File: src/rtl/rm_a20_pkg.sv
// Shared definitions for the real-mode address generator.
// Assumes: I/O port decode produces at most one target per access.
package rm_a20_pkg;

    // Which gate register an I/O access targets
    typedef enum logic [1:0] {
        IO_SEL_NONE   = 2'd0,
        IO_SEL_FAST   = 2'd1,
        IO_SEL_TOGGLE = 2'd2
    } io_sel_e;

    // Default port numbers and fast-gate bit position
    localparam logic [7:0] FAST_PORT_DEF   = 8'h92;
    localparam logic [7:0] TOGGLE_PORT_DEF = 8'hEE;
    localparam int         FAST_BIT_DEF    = 1;

endpackage

File: src/rtl/rm_addr_calc.sv
// Combinational segment:offset adder.
// Computes (seg << SHIFT) + off at full width, so the carry into the
// top bit is kept. Assumes LIN_W >= max(SEG_W + SHIFT, OFF_W) + 1.
module rm_addr_calc #(
    parameter int SEG_W = 16,
    parameter int OFF_W = 16,
    parameter int SHIFT = 4,
    parameter int LIN_W = 21
) (
    input  logic [SEG_W-1:0] seg_i,
    input  logic [OFF_W-1:0] off_i,
    output logic [LIN_W-1:0] lin_o
);

    // Shift the segment and add the zero-extended offset
    always_comb begin
        lin_o = (LIN_W'(seg_i) << SHIFT) + LIN_W'(off_i);
    end

endmodule

File: src/rtl/rm_a20_mask.sv
// Gate mask for the linear address.
// Bits below GATE_BIT pass unchanged. Bits from GATE_BIT upward pass only
// while gate_i is high. Bus bits beyond the linear width are driven to 0.
// Assumes BUS_W >= LIN_W and GATE_BIT < LIN_W.
module rm_a20_mask #(
    parameter int LIN_W    = 21,
    parameter int BUS_W    = 24,
    parameter int GATE_BIT = 20
) (
    input  logic [LIN_W-1:0] lin_i,
    input  logic             gate_i,
    output logic [BUS_W-1:0] addr_o
);

    // One mask cell per bus bit; the bit's position picks the cell's form
    for (genvar i = 0; i < BUS_W; i++) begin : g_bit
        if (i < GATE_BIT) begin : g_pass
            assign addr_o[i] = lin_i[i];
        end else if (i < LIN_W) begin : g_gated
            assign addr_o[i] = lin_i[i] & gate_i;
        end else begin : g_zero
            assign addr_o[i] = 1'b0;
        end
    end

endmodule

File: src/rtl/rm_gate_ports.sv
// I/O decoder holding the two software-controlled gate sources:
//   - a full-byte fast-gate register at FAST_PORT (gate bit FAST_BIT);
//   - a latch set by a read of TOGGLE_PORT and cleared by a write to it.
// Registers update on the rising edge on which a strobe is present.
// Reset is synchronous and active low. Read data is combinational.
module rm_gate_ports
    import rm_a20_pkg::*;
#(
    parameter int              IO_AW       = 8,
    parameter int              IO_DW       = 8,
    parameter logic [IO_AW-1:0] FAST_PORT   = IO_AW'(FAST_PORT_DEF),
    parameter logic [IO_AW-1:0] TOGGLE_PORT = IO_AW'(TOGGLE_PORT_DEF),
    parameter int              FAST_BIT    = FAST_BIT_DEF
) (
    input  logic             clk,
    input  logic             rst_n,
    input  logic [IO_AW-1:0] io_addr_i,
    input  logic             io_wr_i,
    input  logic             io_rd_i,
    input  logic [IO_DW-1:0] io_wdata_i,
    output logic [IO_DW-1:0] io_rdata_o,
    output logic             fast_gate_o,
    output logic             latch_gate_o
);

    io_sel_e          sel;
    logic [IO_DW-1:0] fast_q;
    logic             latch_q;

    // Decode the port address into a register select
    always_comb begin
        if (io_addr_i == FAST_PORT)        sel = IO_SEL_FAST;
        else if (io_addr_i == TOGGLE_PORT) sel = IO_SEL_TOGGLE;
        else                               sel = IO_SEL_NONE;
    end

    // Fast-gate register: cleared by reset, loaded by a write to its port
    always_ff @(posedge clk) begin
        if (!rst_n)                             fast_q <= '0;
        else if (io_wr_i && sel == IO_SEL_FAST) fast_q <= io_wdata_i;
    end

    // Toggle latch: a write clears it, a read sets it, and a write wins
    always_ff @(posedge clk) begin
        if (!rst_n)                                latch_q <= 1'b0;
        else if (io_wr_i && sel == IO_SEL_TOGGLE) latch_q <= 1'b0;
        else if (io_rd_i && sel == IO_SEL_TOGGLE) latch_q <= 1'b1;
    end

    // Read mux: only the fast-gate register can be read back
    always_comb begin
        io_rdata_o = (io_rd_i && sel == IO_SEL_FAST) ? fast_q : '0;
    end

    assign fast_gate_o  = fast_q[FAST_BIT];
    assign latch_gate_o = latch_q;


    reset_clears_chk: assert property (@(posedge clk)
        !rst_n |=> (fast_q == '0 && !latch_q));


    fast_load_chk: assert property (@(posedge clk) disable iff (!rst_n)
        (io_wr_i && io_addr_i == FAST_PORT) |=> fast_q == $past(io_wdata_i));


    toggle_read_sets_chk: assert property (@(posedge clk) disable iff (!rst_n)
        (io_rd_i && !io_wr_i && io_addr_i == TOGGLE_PORT) |=> latch_gate_o);


    toggle_write_clears_chk: assert property (@(posedge clk) disable iff (!rst_n)
        (io_wr_i && io_addr_i == TOGGLE_PORT) |=> !latch_gate_o);


    other_port_idle_chk: assert property (@(posedge clk) disable iff (!rst_n)
        (io_addr_i != FAST_PORT && io_addr_i != TOGGLE_PORT)
        |=> ($stable(fast_q) && $stable(latch_q)));

endmodule

File: src/rtl/rm_a20_addr_gen.sv
// Top: real-mode address generator with A20 gate.
// The gate is open when the keyboard-controller level, the fast-gate bit or
// the toggle latch is high. The address path is combinational from
// seg_i/off_i to addr_o. Assumes a single clock and synchronous active-low reset.
module rm_a20_addr_gen
    import rm_a20_pkg::*;
#(
    parameter int SEG_W    = 16,
    parameter int OFF_W    = 16,
    parameter int SHIFT    = 4,
    parameter int BUS_W    = 24,
    parameter int GATE_BIT = 20,
    parameter int IO_AW    = 8,
    parameter int IO_DW    = 8
) (
    input  logic             clk,
    input  logic             rst_n,
    input  logic [SEG_W-1:0] seg_i,
    input  logic [OFF_W-1:0] off_i,
    input  logic             kbc_gate_i,
    input  logic [IO_AW-1:0] io_addr_i,
    input  logic             io_wr_i,
    input  logic             io_rd_i,
    input  logic [IO_DW-1:0] io_wdata_i,
    output logic [IO_DW-1:0] io_rdata_o,
    output logic             a20_open_o,
    output logic [BUS_W-1:0] addr_o
);

    localparam int SUM_W = ((SEG_W + SHIFT) > OFF_W) ? (SEG_W + SHIFT) : OFF_W;
    localparam int LIN_W = SUM_W + 1;

    logic [LIN_W-1:0] lin;
    logic             fast_gate;
    logic             latch_gate;

    rm_addr_calc #(
        .SEG_W (SEG_W),
        .OFF_W (OFF_W),
        .SHIFT (SHIFT),
        .LIN_W (LIN_W)
    ) i_calc (
        .seg_i (seg_i),
        .off_i (off_i),
        .lin_o (lin)
    );

    rm_gate_ports #(
        .IO_AW (IO_AW),
        .IO_DW (IO_DW)
    ) i_ports (
        .clk          (clk),
        .rst_n        (rst_n),
        .io_addr_i    (io_addr_i),
        .io_wr_i      (io_wr_i),
        .io_rd_i      (io_rd_i),
        .io_wdata_i   (io_wdata_i),
        .io_rdata_o   (io_rdata_o),
        .fast_gate_o  (fast_gate),
        .latch_gate_o (latch_gate)
    );

    // Combine the three gate sources
    always_comb begin
        a20_open_o = kbc_gate_i | fast_gate | latch_gate;
    end

    rm_a20_mask #(
        .LIN_W    (LIN_W),
        .BUS_W    (BUS_W),
        .GATE_BIT (GATE_BIT)
    ) i_mask (
        .lin_i  (lin),
        .gate_i (a20_open_o),
        .addr_o (addr_o)
    );


    closed_no_high_bits_chk: assert property (@(posedge clk) disable iff (!rst_n)
        !a20_open_o |-> addr_o[BUS_W-1:GATE_BIT] == '0);


    kbc_opens_chk: assert property (@(posedge clk) disable iff (!rst_n)
        kbc_gate_i |-> a20_open_o);

endmodule

File: config.mk
export PLATFORM = sky130hd
export DESIGN_NAME = rm_a20_addr_gen
export DESIGN_NICKNAME = d
export VERILOG_FILES = /design/src/rtl/rm_a20_pkg.sv /design/src/rtl/rm_addr_calc.sv /design/src/rtl/rm_a20_mask.sv /design/src/rtl/rm_gate_ports.sv /design/src/rtl/rm_a20_addr_gen.sv
export SDC_FILE = /design/constraint.sdc
export NUM_CORES = 1
export LEC_CHECK = 0
export BUFFER_PORTS_ARGS = -buffer_cell sky130_fd_sc_hd__buf_2
export CORE_MARGIN = 2
export CORE_UTILIZATION = 42
export DETAILED_ROUTE_END_ITERATION = 7
export HOLD_SLACK_MARGIN = 0.08
export PLACE_DENSITY = 0.91
export SYNTH_ARGS = -nofsm -noshare
export SYNTH_HDL_FRONTEND = slang
export SYNTH_SLANG_ARGS = --single-unit
File: constraint.sdc
create_clock -name clk -period 3.7 [get_ports clk]
set_input_delay 0.74 -clock clk [delete_from_list [all_inputs] [get_ports clk]]
set_output_delay 0.74 -clock clk [all_outputs]
set_load 0.01 [all_outputs]
# ---- Word level (Yosys, flattened, before mapping)
# Cells that the tools add are included.
dict set report word_totals {
  regBits 9
  wordCells 19
}
dict set report op_classes {
  n_addsub 1
  eq_ne 4
  muxes 3
  bitwise_logic 4
  n_reduce_logical 5
}
# operator count
set op_table {}
lappend op_table {{$add A20 B16 Y21} 1}
lappend op_table {{$eq A8 B8 Y1 const B} 2}
lappend op_table {{$mux W8} 1}
lappend op_table {{$logic_and A1 B1 Y1} 4}
lappend op_table {{$mux W2} 2}
lappend op_table {{$eq A2 B1 Y1 const B} 1}
lappend op_table {{$eq A2 B2 Y1 const B} 1}
lappend op_table {{$or A1 B1 Y1} 2}
lappend op_table {{$reduce_or A2 Y1} 1}
lappend op_table {{$and A1 B1 Y1} 1}
lappend op_table {{$not A1 Y1} 1}

# ---- Longest topological paths before layout
dict set report logic_depth {
  word_depth 6
  depth_mapped 7
  depth_no_buf 7
}

# ---- Modules after synthesis
# A second synthesis with hierarchy kept.
dict set report hier_totals {
  cells_unflattened 162
  area_unflattened_um2 1361.3
}
# mod instances cells_each area_each_um2 seq_area_each_um2
set by_module_without_submodules {}
lappend by_module_without_submodules {rm_addr_calc 1 84 683.2 0.0}
lappend by_module_without_submodules {rm_gate_ports 1 52 489.2 180.2}
lappend by_module_without_submodules {rm_a20_mask 1 25 182.7 0.0}
lappend by_module_without_submodules {rm_a20_addr_gen 1 1 6.3 0.0}

# ---- Worst setup path after synthesis
# Ideal clock, no wire load.
dict set report synth_timing {
  path_type {input-to-output}
  start {in seg_i[0]}
  end {out addr_o[14]}
  arrival_ns 2.335
  required_ns 2.960
  path_slack_ns 0.625
  stages 7
  path_buffers 0
  path_cell_list {ha_1 fa_1 a21o_1 a221oi_2 o21ai_0 a21oi_1 xnor2_1}
}
dict set report synth_via {
  elab_chain_cells 1
}
# element line_no
set synth_rtl {}
lappend synth_rtl {{start: declaration} rm_a20_addr_gen.sv:18} ;# input logic [SEG_W-1:0] seg_i,
lappend synth_rtl {{$add A20 B16 Y21} rm_addr_calc.sv:17} ;# lin_o = (LIN_W'(seg_i) << SHIFT) + LIN_W'(off_i);
lappend synth_rtl {{end: declaration} rm_a20_addr_gen.sv:27} ;# output logic [BUS_W-1:0] addr_o
# Every way passes these cells.

# ---- Worst setup path after layout
dict set report layout_timing {
  start {in seg_i[0]}
  end {out addr_o[18]}
}
# Same word-level chain as after synthesis.

==> key figures <==
Run status
  – Outcome: finished clean

Floorplan
  – Row cnt: 18
  – Full die area: roughly 3000 µm²
  – Die extent in y: between 50 and 60 µm
  – Die width: about 55 µm
  – Number of placed I/O pins: 86
  – Area of the core region: 2450 µm²
  – Starting utilization of the core area: between 40 and 50%

Worst setup path
  – Worst Setup End Kind: output port
  – WP data arrival: ~2.7 ns
  – Startpoint type of the worst setup path: input pin
  – Path type of the worst setup path: input pin to output port
  – Crit Path Max Fanout: 4
  – Required time of the critical path: between 2 and 3 ns

Timing
  – Final setup vio count: 0
  – Worst hold slack: 0.499 ns
  – Max Clock Freq: ~290 MHz
  – Final total negative setup slack: 0 ns
  – Clock tree skew after final layout: 0 ns
  – Time the worst path needs with I/O delays and setup: 3.44 ns
  – Part of the cycle the worst path needs: 93.1%
  – Unrepaired setup endpoints after global routing: no
  – Final-report hold violation count: 0
  – Count of pins over their slew limit: 0

Global routing
  – Met2 usage: 37.1%
  – Initial antenna violation count: 0
  – GR peak layer: met2
  – GRT Residual Overflow: 0
  – Maximum number of pins on one net before global-route repair: 10
  – Global-route wire length before repair: 4110 µm
  – GR met1 Demand/Resource: 19.2%
  – Vias in the first global route: 1,066
  – Overall Global Routing Usage: between 10% and 20%
  – Met3 track demand over resource in global routing: under 10%

Pwr
  – Largest voltage drop on the vdd net: around 0.18 mV
  – Lkg Pwr: 0.812 nW
  – Switching power: 132 µW
  – Sequential cell fraction of total power: 26.9%
  – Total Power: between 300 and 400 µW
  – Clk network pwr share: a little over a fifth
  – Ratio of total power to cell area: between 200 and 250 nW/µm²
  – Cell internal pwr: about 230 µW
  – Switching part of the total: 36.6%
  – Relative contribution of combinational cells to total power: about half

Run
  – Number of maximum-capacitance constraint violations: 0

Clock network
  – Clock Sink Count: 9
  – # Post-CTS Setup Buffers: 0
  – Post-cts hold buffer count: 0
  – TritonCTS clock tree: done
  – Clock latency reported for the late side of the worst-skew pair: 0.26 ns
  – Maximum level of the CTS H-tree: 1
  – Clock buffers created by TritonCTS: 3
  – Number of gates resized after cts: 0
  – Clock slew seen by the registers of the worst setup and hold paths: 0.06 ns
  – Master cell of the clock root buffer: clkbuf_4
  – Clock Tree Buf Depth: 2

Logic synthesis
  – Synth area leader: dfxtp_1
  – Biggest area contributors in the synthesized netlist: dfxtp_1, ha_1, xnor2_1
  – Number of flip-flops and latches in the synthesized netlist: 9
  – Synthesized area divided by synthesized cell count: approximately 8.2 µm²
  – Cell count after synthesis: 132
  – Synth top area share: between 15 and 20%
  – Number of distinct library cells after synthesis: 37
  – Count of warnings emitted by yosys: 0
  – Sequential-to-total area share from yosys stat: roughly 17%
  – Post-synthesis instance area: roughly 1100 µm²

Detailed routing
  – Routed wire length per instance: around 12 µm
  – Routed vias/inst: between 5 and 6
  – Antenna-violating nets left: 0
  – Via total after detailed routing: between 1,000 and 1,500
  – First-pass DRT Iterations: 4
  – Drc violations: 0
  – Drt first-iter violations: 13
  – Sum of routed wire length over all layers: roughly 2800 µm

Finish
  – Area added between synthesis and finish: 35.9%
  – Layout cells sized above 1: ~40%
  – FILL cells: 229
  – Top library cells by usage in the layout, fill and taps aside: buf_2, xnor2_1, ha_1, nor2_1, and2_1
  – Number of nets at the end of the flow: roughly 270
  – Layout Cell Area excl Fill: approximately 1500 µm²
  – Commonest non-fill, non-tap cell in the layout: buf_2
  – Post-route core utilization: around 60%
  – Count of antenna diodes in the layout: 0

Placed design
  – Total cell area at the placement stage: 1450 µm²
  – Port-buffer cells: 74
  – Placer Congestion: 0.829
  – HPWL after DPL: between 2000 and 2500 µm

Hold path
  – Worst hold path class: flop to flop
==> through the flow <==
step | worst slack [ns] | std cells
5_1_grt | 0.102 | 235
3_5_place_dp | 0.239 | 231
4_1_cts | 0.228 | 235
3_3_place_gp | 0.294 | 231
2_1_floorplan | 0.625 | 134
6_report | 0.255 | 235
==> flip-flops by register name, summed over array words and instances, names as in the netlist <==
register	flops
i_ports.fast_q	8
i_ports.latch_gate_o	1
==> power by group through the flow <==
stage / clock (mW) / combinational, mW / sequential [mW]
2_1_floorplan: 0 / 0.120 / 0.0992
3_5_place_dp: 0 / 0.186 / 0.0992
3_3_place_gp: 0 / 0.182 / 0.0992
4_1_cts: 0.0789 / 0.187 / 0.0971
5_1_grt: 0.0851 / 0.207 / 0.0970
6_report: 0.0780 / 0.185 / 0.0970
==> critical path: stages <==
cell	delay (ns)
buf_2	0.10
ha_1	0.21
fa_1	0.41
a21o_1	0.22
a221oi_2	0.39
nor3_1	0.12
o221ai_1	0.21
xnor2_1	0.15
buf_2	0.15
==> worst paths after layout <==
path                             start              endpoint  slack (ns)  cells after the start
setup reg to reg  i_ports.latch_gate_o  i_ports.latch_gate_o        3.06                      2
setup / recovery              seg_i[0]            addr_o[18]        0.26                      9
hold / removal       i_ports.fast_q[6]     i_ports.fast_q[6]        0.50                      2
hold reg to reg      i_ports.fast_q[6]     i_ports.fast_q[6]        0.50                      2
==> cells in the mapped netlist (all sizes together) <==
cell / instances
or2: 1
a21o: 7
o21a: 1
buf: 7
clkinv: 1
nand2b: 1
nor2b: 1
conb: 1
and4bb: 1
mux2i: 8
xnor2: 12
a211oi: 3
nand3: 3
a21oi: 9
nand4: 1
o2111ai: 1
nand2: 7
nand3b: 2
nor3b: 1
fa: 1
o21bai: 1
and3: 1
o22ai: 1
a31oi: 3
ha: 12
dfxtp: 9
and2: 10
inv: 1
nor2: 11
or3: 2
xor2: 2
o221ai: 1
nor3: 4
a221oi: 2
o21ai: 3
==> metal layers <==
layer | wire length [µm] | vias to the layer above | share of wire (%)
met1 | 1070 | 523 | 38
met2 | 1490 | 52 | 53
li1 | - | 619 | -
met4 | 17 | 0 | 0.60
met3 | 238 | 2 | 8.5
met5 | 0 | - | 0
==> area by class of cell <==
cell class / count / area [µm²] / area share, %
inverter: 2 / 7.51 / 0.510
tap: 30 / 37.5 / 2.55
sequential: 9 / 180 / 12.2
multi-input combinational: 116 / 851 / 57.8
clock buffer: 4 / 26.3 / 1.78
timing repair buffer: 74 / 370 / 25.1
==> kinds of logic after synthesis <==
| kind of cell | count (synthesis) | share of synthesized area, % |
|---|---|---|
| compound gates | 32 | 20.4 |
| xor+xnor | 14 | 11.3 |
| fa+ha+maj | 13 | 15.7 |
| buf+inv | 9 | 5.54 |
| flops | 9 | 16.6 |
| mux | 8 | 7.39 |
| other cells | 1 | 0.346 |
| simple gates | 46 | 22.6 |
Note: power is estimated with default switching activity, not from simulation.
